`config.mk`:
```
export PLATFORM = sky130hd
export DESIGN_NAME = dm_addr_gen
export DESIGN_NICKNAME = d
export VERILOG_FILES = /design/src/rtl/dm_addr_gen.sv
export SDC_FILE = /design/constraint.sdc
export NUM_CORES = 1
export LEC_CHECK = 0
export ABC_AREA = 1
export BUFFER_PORTS_ARGS = -buffer_cell sky130_fd_sc_hd__buf_4
export CAP_MARGIN = 15
export CORE_UTILIZATION = 49
export CTS_CLUSTER_SIZE = 40
export DETAILED_ROUTE_END_ITERATION = 6
export GPL_ROUTABILITY_DRIVEN = 1
export HOLD_SLACK_MARGIN = 0.06
export PLACE_DENSITY = 0.84
export SETUP_SLACK_MARGIN = 0.2
export SLEW_MARGIN = 10
export SYNTH_ARGS = -nofsm -noshare
export SYNTH_HDL_FRONTEND = slang
export SYNTH_SLANG_ARGS = --single-unit
```
`constraint.sdc`:
```
create_clock -name clk -period 2.2 [get_ports clk]
set_clock_uncertainty 0.15 [all_clocks]
set_input_delay 0.22 -clock clk [delete_from_list [all_inputs] [get_ports clk]]
set_output_delay 0.22 -clock clk [all_outputs]
set_load 0.005 [all_outputs]
```
`src/rtl/dm_addr_gen.sv`:
```
module dm_addr_gen #(
  parameter int ADDR_W   = 12,
  parameter int OP_W     = 8,
  parameter int BANK_W   = 4,
  parameter int IDX_LAST = 'h5F
) (
  input  logic              clk,
  input  logic              rst,
  input  logic              vld_in,
  input  logic [OP_W-1:0]   operand,
  input  logic              banked,
  input  logic [BANK_W-1:0] bank_sel,
  input  logic [ADDR_W-1:0] idx_ptr,
  input  logic              ext_en,
  output logic [ADDR_W-1:0] ea_out,
  output logic [1:0]        mode_out
);
  localparam int HI_W = ADDR_W - OP_W;
  localparam logic [1:0] M_BANK = 2'd0, M_WIN = 2'd1, M_IDX = 2'd2;

  logic              low_op;
  logic              use_idx;
  logic [ADDR_W-1:0] win_addr, bank_addr, idx_addr, nxt_addr;
  logic [1:0]        nxt_mode;

  assign low_op    = operand <= OP_W'(IDX_LAST);
  assign use_idx   = !banked && ext_en && low_op;
  assign bank_addr = {bank_sel, operand};
  assign win_addr  = {{HI_W{!low_op}}, operand};
  assign idx_addr  = idx_ptr + {{HI_W{1'b0}}, operand};

  assign nxt_addr = banked ? bank_addr : (use_idx ? idx_addr : win_addr);
  assign nxt_mode = banked ? M_BANK : (use_idx ? M_IDX : M_WIN);

  always_ff @(posedge clk) begin
    if (rst) begin
      ea_out   <= '0;
      mode_out <= M_BANK;
    end else if (vld_in) begin
      ea_out   <= nxt_addr;
      mode_out <= nxt_mode;
    end
  end
endmodule

```
==> impl_metrics.yaml <==
pwr:
  leakage_nw: 0.819
  irDropWorstVdd_mv: 0.428
  power_density_mw_per_mm2: 429
  finalPower_mw: 0.680
global_routing:
  grt_start_max_net_pins: 18
  grt_pass1_vias: 1193
  antenna_found_initial: 0
  grt_util_all_layers: 0.239
  grt_overflow_total: 0
  grt_pass1_wl_um: 4890
sta:
  period_share: 0.779
  period_needed_ns: 1.71
  slew_violations: 0
  setup_violations: 0
  hold_viol: 0
  fin_hold_ws_ns: 0.104
  setup_ws_ns: 0.485
  slew_headroom: 0.713
  tightest_slew_ns: 0.428
  rsz0062_at_grt: "false"
  fin_setup_tns_ns: 0
  max_freq_ghz: 0.583
synth:
  avgSynthCellArea_um2: 6.34
  ys_types: 29
  yosys_warnings: 0
  ys.flop_type: "dfxtp_1"
  synth.most_common_cell: "nand2_1"
  netlist_area_mm2: 0.00122
  ys_top_cells_by_count: "nand2_1, inv_1, nor2_1"
  synthArstFlopShare: 0
  ys_ff_latch: 14
  syn-num-nets: 230
  synth_top_cell_by_area: "dfxtp_1"
  synth_area_leaders: "dfxtp_1, nand2_1, ha_1, inv_1, nor2_1"
  synth_edf_count: 0
  syn_inst: 192
  netlist.area_leader.share: 0.230
  synth_seq_area_share: 0.230
placement:
  dp.cells: 258
  place_area_mm2: 0.00155
  port_buffers: 42
  gp_congestion: 0.939
  dpl.hpwl_um: 2360
  dp_slack_ns: 0.349
cells_and_area:
  fillers: 211
  multiInputGateArea_um2: 820
  final_cell_area_mm2: 0.00159
  final_core_util: 0.698
  diodes: 0
  nets: 275
  layout-drive-gt1-share: 0.255
  regArea_um2: 280
  area_delta_synth_final_pct: 30.4
  fin_cells: 263
clocking:
  cts_sinks: 14
  numCtsBuffers: 3
  h-tree-depth: 1
  path_clk_slew_ns: 0.08
  clock_latency_ns: 0.27
  ctsRootBufferMaster: "clkbuf_4"
  cts_setup_buffers: 0
  clock_path_buffers: 2
  cts_tree: "built"
critical_path:
  critPathMaxStageDelay_ns: 0.52
  critPathCaptureType: "flop"
  critical_path.startpoint_type: "primary input"
  critPathBufInv: 3
  crit_type: "in2reg"
  cp.arrival_ns: 1.77
  critPathSlowestCell: "dlygate4sd3_1"
  cp_common_cell: "a21oi_1"
  cpLargestDelayFamily: "buffers and inverters"
  cp_max_fo: 17
  crit_chain: "dlygate4sd3_1 -> buf_4 -> clkinv_1 -> a21oi_1 -> o21ai_0 -> a21oi_1"
  worstPathRequired_ns: 2.26
flow_run:
  maxCapViolations: 0
floorplan:
  start_util: 0.535
  core_mm2: 0.00228
  chipWidth_um: 51.8
  dieArea_mm2: 0.00269
  rows: 17
  ios: 43
  die_y_um: 51.8
routing:
  drt-total-wl_um: 2890
  firstDrtPassIters: 5
  drc: 0
  ant_nets: 0
  vias: 1358
  wl_per_cell_um: 11.0
  viasPerCell: 5.16
  drtIter0Drc: 38
status:
  outcome: "finished, final reports clean"
min_path:
  hold_path_class: "in2reg"
[layout by cell type, fill, tap and decap left out, drive strengths merged, types with 4 or more instances in the layout]
| cell | count |
|---|---|
| nand2 | 56 |
| buf | 42 |
| nor2 | 24 |
| inv | 22 |
| a21oi | 20 |
| nand3 | 17 |
| dfxtp | 14 |
| o21ai | 9 |
| ha | 8 |
| nand4 | 4 |
[layout make-up]
| class | instances | share of cell area |
|---|---|---|
| Multi-Input combinational cell | 150 | 0.516 |
| Tap cell | 28 | 0.0221 |
| Clock buffer | 3 | 0.0142 |
| Sequential cell | 14 | 0.177 |
| Inverter | 24 | 0.0599 |
| Timing Repair Buffer | 44 | 0.211 |
[final timing paths]
path / startpoint / to / slack [ns] / cells past startpoint
setup / recovery: vld_in / ea_out[2] / 0.49 / 6
hold reg to reg: ea_out[5] / ea_out[5] / 0.32 / 2
setup reg to reg: ea_out[7] / ea_out[7] / 1.40 / 2
hold / removal: operand[7] / ea_out[7] / 0.10 / 3
[registers in the layout, indices dropped and copies added (netlist names)]
| register | flops |
|---|---|
| mode_out | 2 |
| ea_out | 12 |
[worst min-delay path, stage by stage]
cell and delay, ns:
buf_4 0.11, nor2_1 0.05, a21oi_1 0.12
[report_power, final]
group | internal (mW) | total [mW] | switching [mW]
registers | 0.271 | 0.280 | 0.00907
logic | 0.123 | 0.262 | 0.138
clock network | 0.0634 | 0.139 | 0.0753
total | 0.458 | 0.680 | 0.223
[kinds of logic after synthesis]
family,Yosys count,synth area share
AND/OR/NAND/NOR,103,0.373
AO/OA/AOI/OAI,34,0.173
buffers and inverters,28,0.0966
flip-flops,14,0.230
adder cells (fa/ha/maj),9,0.0987
XOR/XNOR,4,0.0288
[metal layers]
| layer | wire length, um | GRT usage | share of wire |
|---|---|---|---|
| met1 | 1370 | 0.313 | 0.47 |
| met2 | 1320 | 0.406 | 0.46 |
| met3 | 206 | 0.0614 | 0.071 |
| met4 | 0 | 0.0135 | 0 |
| met5 | 0 | 0 | 0 |
[repair_timing]
| action | CTS | global route |
|---|---|---|
| hold buffers | 2 | 0 |
| resized for setup | 0 | 0 |
| endpoints found under the hold margin | 9 | 0 |
(Power assumes the default switching activity.)
